==> src/rtl/irq_vector_pkg.sv <==
package irq_vector_pkg;
   localparam int unsigned STAT_W    = 32;
   localparam int unsigned IDX_LSB   = 16;
   localparam logic [STAT_W-1:0] NO_CAND = '1;
endpackage

==> src/rtl/irq_prio_unpack.sv <==
module irq_prio_unpack #(
   parameter int unsigned NSRC   = 64,
   parameter int unsigned PRIO_W = 4,
   parameter int unsigned WORD_W = 32
) (
   input  logic [NSRC*PRIO_W-1:0]        words_flat,
   output logic [NSRC-1:0][PRIO_W-1:0]   prio
);
   localparam int unsigned PER_WORD = WORD_W / PRIO_W;

   initial begin
      assert (WORD_W % PRIO_W == 0) else $fatal(1, "word width must hold whole fields");
   end

   for (genvar s = 0; s < NSRC; s++) begin : g_src
      localparam int unsigned WI  = s / PER_WORD;
      localparam int unsigned POS = PRIO_W * (s % PER_WORD);
      assign prio[s] = words_flat[WI*WORD_W + POS +: PRIO_W];
   end
endmodule

==> src/rtl/irq_prio_tree.sv <==
module irq_prio_tree #(
   parameter int unsigned NSRC   = 64,
   parameter int unsigned PRIO_W = 4,
   localparam int unsigned IDX_W = $clog2(NSRC),
   localparam int unsigned LVLS  = $clog2(NSRC)
) (
   input  logic [NSRC-1:0]               cand,
   input  logic [NSRC-1:0][PRIO_W-1:0]   prio,
   output logic                          hit,
   output logic [IDX_W-1:0]              win_idx,
   output logic [PRIO_W-1:0]             win_prio
);
   initial begin
      assert ((NSRC & (NSRC - 1)) == 0 && NSRC >= 2)
         else $fatal(1, "source count must be a power of two");
   end

   for (genvar l = 0; l <= LVLS; l++) begin : lv
      localparam int unsigned CNT = NSRC >> l;
      logic [CNT-1:0]             v;
      logic [CNT-1:0][IDX_W-1:0]  ix;
      logic [CNT-1:0][PRIO_W-1:0] pr;
      if (l == 0) begin : g_leaf
         for (genvar s = 0; s < CNT; s++) begin : g_n
            assign v[s]  = cand[s];
            assign ix[s] = IDX_W'(s);
            assign pr[s] = prio[s];
         end
      end else begin : g_node
         for (genvar n = 0; n < CNT; n++) begin : g_n
            // upper half covers higher source numbers; it wins ties
            logic take_hi;
            assign take_hi = lv[l-1].v[2*n+1] &&
                             (!lv[l-1].v[2*n] || lv[l-1].pr[2*n+1] >= lv[l-1].pr[2*n]);
            assign v[n]  = lv[l-1].v[2*n] | lv[l-1].v[2*n+1];
            assign ix[n] = take_hi ? lv[l-1].ix[2*n+1] : lv[l-1].ix[2*n];
            assign pr[n] = take_hi ? lv[l-1].pr[2*n+1] : lv[l-1].pr[2*n];
         end
      end
   end

   assign hit      = lv[LVLS].v[0];
   assign win_idx  = lv[LVLS].ix[0];
   assign win_prio = lv[LVLS].pr[0];
endmodule

==> src/rtl/irq_low_find.sv <==
module irq_low_find #(
   parameter int unsigned NSRC = 64,
   localparam int unsigned IDX_W = $clog2(NSRC)
) (
   input  logic [NSRC-1:0]  cand,
   output logic             hit,
   output logic [IDX_W-1:0] idx
);
   always_comb begin
      hit = 1'b0;
      idx = '0;
      for (int s = NSRC - 1; s >= 0; s--) begin
         if (cand[s]) begin
            hit = 1'b1;
            idx = IDX_W'(s);
         end
      end
   end
endmodule

==> src/rtl/irq_vector_resolver.sv <==
module irq_vector_resolver
   import irq_vector_pkg::*;
#(
   parameter int unsigned NSRC   = 64,
   parameter int unsigned PRIO_W = 4,
   parameter int unsigned WORD_W = 32,
   localparam int unsigned IDX_W = $clog2(NSRC)
) (
   input  logic                     clk,
   input  logic                     rst_n,
   input  logic [NSRC-1:0]          pend,
   input  logic [NSRC-1:0]          enab,
   input  logic [NSRC-1:0]          fast_typ,
   input  logic [NSRC*PRIO_W-1:0]   prio_words,
   input  logic                     rd_norm,
   input  logic                     rd_fast,
   output logic [STAT_W-1:0]        norm_word,
   output logic [STAT_W-1:0]        fast_word,
   output logic [NSRC-1:0]          clr_norm,
   output logic [NSRC-1:0]          clr_fast
);
   initial begin
      assert (IDX_W <= STAT_W - IDX_LSB) else $fatal(1, "index field too narrow");
      assert (PRIO_W <= IDX_LSB) else $fatal(1, "priority field too wide");
   end

   logic [NSRC-1:0]             norm_cand, fast_cand;
   logic [NSRC-1:0][PRIO_W-1:0] prio;
   logic                        n_hit, f_hit;
   logic [IDX_W-1:0]            n_idx, f_idx;
   logic [PRIO_W-1:0]           n_prio;

   assign norm_cand = pend & enab & ~fast_typ;
   assign fast_cand = pend & enab & fast_typ;

   irq_prio_unpack #(.NSRC(NSRC), .PRIO_W(PRIO_W), .WORD_W(WORD_W)) u_unpack (
      .words_flat (prio_words),
      .prio       (prio)
   );

   irq_prio_tree #(.NSRC(NSRC), .PRIO_W(PRIO_W)) u_tree (
      .cand     (norm_cand),
      .prio     (prio),
      .hit      (n_hit),
      .win_idx  (n_idx),
      .win_prio (n_prio)
   );

   irq_low_find #(.NSRC(NSRC)) u_fast (
      .cand (fast_cand),
      .hit  (f_hit),
      .idx  (f_idx)
   );

   assign norm_word = n_hit ? {(STAT_W-IDX_LSB)'(n_idx), IDX_LSB'(n_prio)} : NO_CAND;
   assign fast_word = f_hit ? STAT_W'(f_idx) : NO_CAND;

   always_ff @(posedge clk or negedge rst_n) begin
      if (!rst_n) begin
         clr_norm <= '0;
         clr_fast <= '0;
      end else begin
         clr_norm <= (rd_norm && n_hit) ? (NSRC'(1) << n_idx) : '0;
         clr_fast <= (rd_fast && f_hit) ? (NSRC'(1) << f_idx) : '0;
      end
   end

   a_r8_norm_onehot: assert property (@(posedge clk) disable iff (!rst_n)
      $onehot0(clr_norm));
   a_r8_fast_onehot: assert property (@(posedge clk) disable iff (!rst_n)
      $onehot0(clr_fast));
   a_r8_norm_target: assert property (@(posedge clk) disable iff (!rst_n)
      (rd_norm && norm_word != NO_CAND) |=> clr_norm[$past(norm_word[IDX_LSB +: IDX_W])]);
   a_r8_fast_target: assert property (@(posedge clk) disable iff (!rst_n)
      (rd_fast && fast_word != NO_CAND) |=> clr_fast[$past(fast_word[IDX_W-1:0])]);
   a_r9_norm_quiet: assert property (@(posedge clk) disable iff (!rst_n)
      (!rd_norm || norm_word == NO_CAND) |=> clr_norm == '0);
   a_r9_fast_quiet: assert property (@(posedge clk) disable iff (!rst_n)
      (!rd_fast || fast_word == NO_CAND) |=> clr_fast == '0);
   a_r3_norm_is_cand: assert property (@(posedge clk) disable iff (!rst_n)
      (norm_word != NO_CAND) |-> norm_cand[norm_word[IDX_LSB +: IDX_W]]);
   a_r6_fast_is_cand: assert property (@(posedge clk) disable iff (!rst_n)
      (fast_word != NO_CAND) |-> fast_cand[fast_word[IDX_W-1:0]]);
endmodule

==> config.mk <==
export PLATFORM = sky130hd
export DESIGN_NAME = irq_vector_resolver
export DESIGN_NICKNAME = d
export VERILOG_FILES = /design/src/rtl/irq_vector_pkg.sv /design/src/rtl/irq_prio_unpack.sv /design/src/rtl/irq_prio_tree.sv /design/src/rtl/irq_low_find.sv /design/src/rtl/irq_vector_resolver.sv
export SDC_FILE = /design/constraint.sdc
export NUM_CORES = 1
export LEC_CHECK = 0
export CAP_MARGIN = 15
export CORE_AREA = 3 3 252 254
export CTS_CLUSTER_SIZE = 12
export DETAILED_ROUTE_END_ITERATION = 10
export DIE_AREA = 0 0 255 257
export HOLD_SLACK_MARGIN = 0.03
export SLEW_MARGIN = 25
export SYNTH_ARGS = -nofsm -noshare
export SYNTH_HDL_FRONTEND = slang
export SYNTH_HIERARCHICAL = 1
export SYNTH_SLANG_ARGS = --single-unit
==> constraint.sdc <==
create_clock -name clk -period 22 [get_ports clk]
set_clock_uncertainty 0.15 [all_clocks]
set_input_delay 4.4 -clock clk [delete_from_list [all_inputs] [get_ports clk]]
set_output_delay 4.4 -clock clk [all_outputs]
set_load 0.03 [all_outputs]
---- Word-level counts from Yosys, hierarchy flattened ----
Index checks and enable logic that the tools add are counted.
word-level totals
  input bits .............................. 452
  flip-flop bits (word level) ............. 128
  output and inout bits ................... 192
operators by class
  bitwise operators ....................... 67
  mux-type cells .......................... 258
  shifts and indexed selects .............. 2
  magnitude comparators ................... 63
  reduce and logical (&&, ||, !) cells .... 191
operators with widths
  kind                    number
  $mux W6                 95
  $ge A4 B4 Y1            63
  $mux W4                 63
  $and A64 B64 Y64        3
  $mux W64                2
  $shl A1 B6 Y64 const A  2
  $mux W1                 96
  $logic_and A1 B1 Y1     65
  $mux W32                2
  $not A64 Y64            1
  $logic_not A1 Y1        63
  $logic_or A1 B1 Y1      63
  $or A1 B1 Y1            63

---- Depth between registers and ports, before layout ----
  depth after elaboration ................. 68
  mapped depth ............................ 60
  mapped depth without buffers ............ 55

---- By module ----
The synthesis kept the hierarchy.
by module, submodules not included
  module               cells each  seq. area each (um2)  area each (um2)  times used
  irq_prio_tree        1646        0.0                   11578.6          1
  irq_vector_resolver  582         3203.1                5564.1           1
  irq_prio_unpack      256         0.0                   1921.8           1
  irq_low_find         140         0.0                   763.2            1

---- Worst setup path before layout ----
Ideal clock, no wire load.
  path type ............................... input -> output
  from .................................... in prio_words[168]
  to ...................................... out norm_word[18]
  data arrival time ....................... 14.094 ns
  cell stages on the path ................. 47
  slack ................................... 3.356 ns
  cell sequence ........................... buf_4 -> ha_1 -> or3b_1 -> a211oi_2 -> or2_1 -> buf_2 -> mux2i_1 -> inv_1 -> ha_1 -> a21o_1 -> or4_1 -> and4_1 -> o31a_1 -> mux2i_1 -> inv_1 -> ha_1 -> a211oi_1 -> o31ai_1 -> [... 11 more ...] -> a21oi_1 -> nor2b_1 -> o21ai_0 -> nand3b_1 -> o21ai_0 -> clkbuf_1 -> nor2_1 -> a21oi_1 -> ha_1 -> nand2b_1 -> a21o_1 -> a21o_1 -> a211oi_1 -> nor2_1 -> clkbuf_1 -> o32ai_1 -> buf_2 -> nand2b_1
between the ends
  longest elaborated chain between the ends .. 25
  elaborated cells on any way between the ends .. 28
  classes of those cells .................. order compare: 6; mux: 10; reduce/logical: 12
ends and longest elaborated chain
  what                                    RTL line                   RTL
  from (decl)                             irq_vector_resolver.sv:14  input logic [NSRC*PRIO_W-1:0] prio_words,
  $ge A4 B4 Y1                            irq_prio_tree.sv:34        (!lv[l-1].v[2*n] || lv[l-1].pr[2*n+1] >= lv[l-1].pr[2*n]);
  $logic_or A1 B1 Y1                      irq_prio_tree.sv:34
  $logic_and A1 B1 Y1                     irq_prio_tree.sv:33        assign take_hi = lv[l-1].v[2*n+1] &&
  $mux W4 *                               irq_prio_tree.sv:37        assign pr[n] = take_hi ? lv[l-1].pr[2*n+1] : lv[l-1].pr[2*n];
  $ge A4 B4 Y1                            irq_prio_tree.sv:34
  $logic_or A1 B1 Y1                      irq_prio_tree.sv:34
  $logic_and A1 B1 Y1                     irq_prio_tree.sv:33
  $mux W4 *                               irq_prio_tree.sv:37
  [... 11 more ...]                       --
  $mux W4 *                               irq_prio_tree.sv:37
  $ge A4 B4 Y1 *                          irq_prio_tree.sv:34
  $logic_or A1 B1 Y1 *                    irq_prio_tree.sv:34
  $logic_and A1 B1 Y1 *                   irq_prio_tree.sv:33
  net u_tree.lv[6].g_node.g_n[0].take_hi  irq_prio_tree.sv:32        logic take_hi;
  $mux W6 *                               irq_prio_tree.sv:36        assign ix[n] = take_hi ? lv[l-1].ix[2*n+1] : lv[l-1].ix[2*n];
  net n_idx[2]                            irq_vector_resolver.sv:30  logic [IDX_W-1:0] n_idx, f_idx;
  $mux W32 *                              irq_vector_resolver.sv:55  assign norm_word = n_hit ? {(STAT_W-IDX_LSB)'(n_idx), IDX_LSB'(n_prio)} : NO_CAND;
  to (decl)                               irq_vector_resolver.sv:17  output logic [STAT_W-1:0] norm_word,
Mark *: on every way through the listed nets, which the timed path passes. The rest lies on a longest branch.

---- Worst setup path after layout ----
  from .................................... in prio_words[172]
  to ...................................... out norm_word[19]
between the ends
  longest elaborated chain between the ends .. 25
  elaborated cells on any way between the ends .. 28
  classes of those cells .................. order compare: 6; mux: 10; reduce/logical: 12
ends and longest elaborated chain
  what                 RTL line
  $ge A4 B4 Y1         irq_prio_tree.sv:34
  $logic_or A1 B1 Y1   irq_prio_tree.sv:34
  $logic_and A1 B1 Y1  irq_prio_tree.sv:33
  $mux W4 *            irq_prio_tree.sv:37
  $ge A4 B4 Y1         irq_prio_tree.sv:34
  $logic_or A1 B1 Y1   irq_prio_tree.sv:34
  $logic_and A1 B1 Y1  irq_prio_tree.sv:33
  $mux W4 *            irq_prio_tree.sv:37
  [... 10 more ...]    --
  $logic_and A1 B1 Y1  irq_prio_tree.sv:33
  $mux W4              irq_prio_tree.sv:37
  $ge A4 B4 Y1         irq_prio_tree.sv:34
  $logic_or A1 B1 Y1   irq_prio_tree.sv:34
  $logic_and A1 B1 Y1  irq_prio_tree.sv:33
  $mux W6 *            irq_prio_tree.sv:36
  net n_idx[3]         irq_vector_resolver.sv:30
  $mux W32 *           irq_vector_resolver.sv:55
Marks and branches as above.

==> impl_metrics.toml <==
[run_status]
status = "completed"

[pwr]
p_leak_nw = 11.4
pwr-share-clk_pct = 14.3
power_switching_w = 0.000971
internal_power_w = 0.000955
sw_frac_of_total_pct = 50.4
p_comb_share_pct = 71.6
power.density_mw_per_mm2 = 75.4
ir_drop_mv = 0.147
seqPwrFrac_pct = 14.1

[finish]
seqCellArea_mm2 = 0.00320
multiInputGateArea_mm2 = 0.0133
fillers = 6163
drive_above_1_share_pct = 4.65
synthToLayoutAreaGrowth_pct = 28.8
final_nets = 3630

[global_route]
use_met2_pct = 42.5
gr-total-overflow = 0
grtUsageMet3_pct = 3.46
grt_busiest_layer = "met2"
antenna_found_initial = 11
grt_start_max_net_pins = 77
grt_pass1_vias = 19700
grt_first_pass_wirelength_mm = 115
use_met1_pct = 26.4
grt_usage_pct = 22.7

[hold_path]
min_path_type = "input pin to async pin"

[clock_network]
cts_hold_buf = 0
clk_pin_slew_ns = 0.06
root_buffer = "clkbuf_16"
cts-resized-gates = 0
cts.sinks = 128
cts_buffer_depth = 2
post-cts-setup-buffers = 0
numCtsBuffers = 17
cts_tree = "done"
htree_levels = 4

[sta]
setup_slack_ns = 1.24
slew_headroom_pct = 30.1
final.period_utilization_pct = 94.4
rsz0062_at_grt = "no"
worst_pin_slew_ns = 1.04
slew_viol_final = 0
tns_ns = 0
hold_viol = 0
setup_viol = 0
fmax_mhz = 48.2
min_period_ns = 20.76

[setup_path]
crit_path_end_kind = "output pin"
crit_start = "prio_words[172]"
cp_common_cell = "ha_1"
path_max_fanout = 18
critPathLaunchType = "input pin"
critical_path.max_stage_delay_ns = 0.67
cp_data_required_time_ns = 17.45
crit_type = "input pin to output pin"
arrival_ns = 16.21
crit_slowest_cell = "clkdlybuf4s50_1"

[floorplan]
core_region_area_mm2 = 0.0615
die_w_um = 255
rows = 91
num_io_pins = 644
die_area_mm2 = 0.0655
start_util_pct = 32.2
fp.dieH_um = 257

[placed_design]
portBuffers = 643
place_congestion = 0.956
place_hpwl_mm = 69.1
post-place-ws_ns = 1.31

[run]
drv_cap = 0

[logic_synthesis]
yosys.area_share.xor_xnor_pct = 0
syn-num-nets = 3298
avgSynthCellArea_um2 = 7.56
synth_enable_flop_cells = 0
synth_ff_type = "dfrtp_1"
synth_compound_area_share_pct = 19.4
yosys_warnings = 6
synth_top_family_by_area = "simple AND/OR/NAND/NOR gates"
synth-simple-area-share_pct = 25.8
synthMuxAreaShare_pct = 7.33
async_reset_ff_share_pct = 100
ys_types = 97
synth-seq-cells = 128
synth-seq-area-share_pct = 16.2
synthesis.area_mm2 = 0.0198
syn_inst = 2624
synth-adder-area-share_pct = 14.5

[routing]
drt_wl_total_mm = 78.4
drt_iter0_markers = 1057
dr.pass1.iters = 5
drcViolationCount = 0
dr_total_vias = 19800
ant_nets = 0
wl_per_cell_um = 20.8
viasPerCell = 5.26
==> logic make-up after synthesis <==
| logic type | after synthesis |
|---|---|
| buffers and inverters | 576 |
| adder cells (fa/ha/maj) | 232 |
| flip-flops | 128 |
| AND/OR/NAND/NOR | 994 |
| multiplexers | 139 |
| AO/OA/AOI/OAI | 555 |
==> how the worst max path moves through the flow <==
stage | endpoint | slack (ns) | depth (start not counted)
6_report | norm_word[19] | 1.24 | 48
2_1_floorplan | norm_word[18] | 3.36 | 47
3_3_place_gp | norm_word[19] | 1.43 | 48
4_1_cts | norm_word[19] | 1.26 | 49
5_1_grt | norm_word[19] | 0.42 | 49
3_5_place_dp | norm_word[19] | 1.31 | 48
==> cells in the final DEF (no fill, tap or decap), types with 41 or more instances in the layout <==
master / instances
a21oi_1: 128
and3_1: 75
o21ai_0: 92
nand2b_1: 92
nor2b_1: 68
inv_1: 232
nor3_1: 51
ha_1: 222
mux2i_1: 94
nand2_1: 179
nor2_1: 320
mux2_2: 43
nand3_1: 41
dfrtp_1: 128
clkdlybuf4s50_1: 642
==> through the flow <==
stage	util, %	std cells	instance area (um^2)	hold WS [ns]	total power, W
finish	41.5	3767	25500	3.85	0.00193
CTS	41.5	3758	25500	3.87	0.00193
global route	41.5	3763	25500	3.90	0.00206
floorplan	-	2624	19800	3.95	0.00113
detailed placement	40.5	3726	24900	4.31	0.00165
global placement	40.5	3726	24900	4.30	0.00163
==> synthesized netlist by cell type (11+ instances only) <==
library cell | n | share of area [%]
a211oi_1 | 15 | 0.57
a21o_1 | 38 | 1.4
a21oi_1 | 128 | 3.2
a311oi_1 | 21 | 0.93
a31oi_1 | 15 | 0.47
and2_1 | 18 | 0.57
and3_1 | 75 | 2.4
buf_4 | 304 | 12
clkbuf_1 | 27 | 0.51
dfrtp_1 | 128 | 16
ha_1 | 222 | 14
inv_1 | 232 | 4.4
mux2_2 | 43 | 2.4
mux2i_1 | 94 | 4.7
nand2_1 | 179 | 3.4
nand2b_1 | 92 | 2.9
nand3_1 | 41 | 1.0
nand4_1 | 11 | 0.35
nand4b_1 | 13 | 0.57
nand4bb_1 | 16 | 0.91
nor2_1 | 321 | 6.1
nor2b_1 | 68 | 2.1
nor3_1 | 51 | 1.3
nor4_1 | 32 | 1.0
nor4bb_1 | 16 | 0.81
o2111ai_1 | 22 | 0.97
o211ai_1 | 23 | 0.87
o21a_1 | 28 | 1.1
o21ai_0 | 93 | 2.3
o21ai_1 | 12 | 0.30
o21bai_1 | 17 | 0.64
o22ai_1 | 17 | 0.54
or2_2 | 16 | 0.50
==> state kept, by name, indices dropped and copies added, names as in the netlist <==
signal	count
clr_fast	64
clr_norm	64
==> power by group through the flow <==
stage	Combinational, W	Sequential, W	Clock, W
2_1_floorplan	0.000805	0.000325	0
3_3_place_gp	0.00136	0.000275	0
3_5_place_dp	0.00138	0.000275	0
4_1_cts	0.00138	0.000271	0.000279
5_1_grt	0.00150	0.000273	0.000289
6_report	0.00138	0.000271	0.000275
==> worst max-delay path, delay by kind of cell <==
kind / cells / cell delay (ns)
mux: 4 / 1.45
buf+inv: 8 / 1.89
fa+ha+maj: 6 / 1.51
compound gates: 16 / 4.07
simple gates: 14 / 2.87
==> metal layers <==
metal	vias up	part of all wire [%]
met3	74	5.8
met5	-	0.070
met4	8	2.2
met2	680	51
li1	9711	-
met1	9354	41
==> area by class of cell <==
| cell class | count | area share [%] |
|---|---|---|
| inverters | 232 | 3.41 |
| diodes | 8 | 0.0784 |
| multi-input cells | 1920 | 52.1 |
| clock inverters | 14 | 0.568 |
| repair buffers | 657 | 25.7 |
| clock buffers | 18 | 1.72 |
| flip-flops and latches | 128 | 12.5 |
| well taps | 790 | 3.87 |
Note: power is estimated with default switching activity, not from simulation.
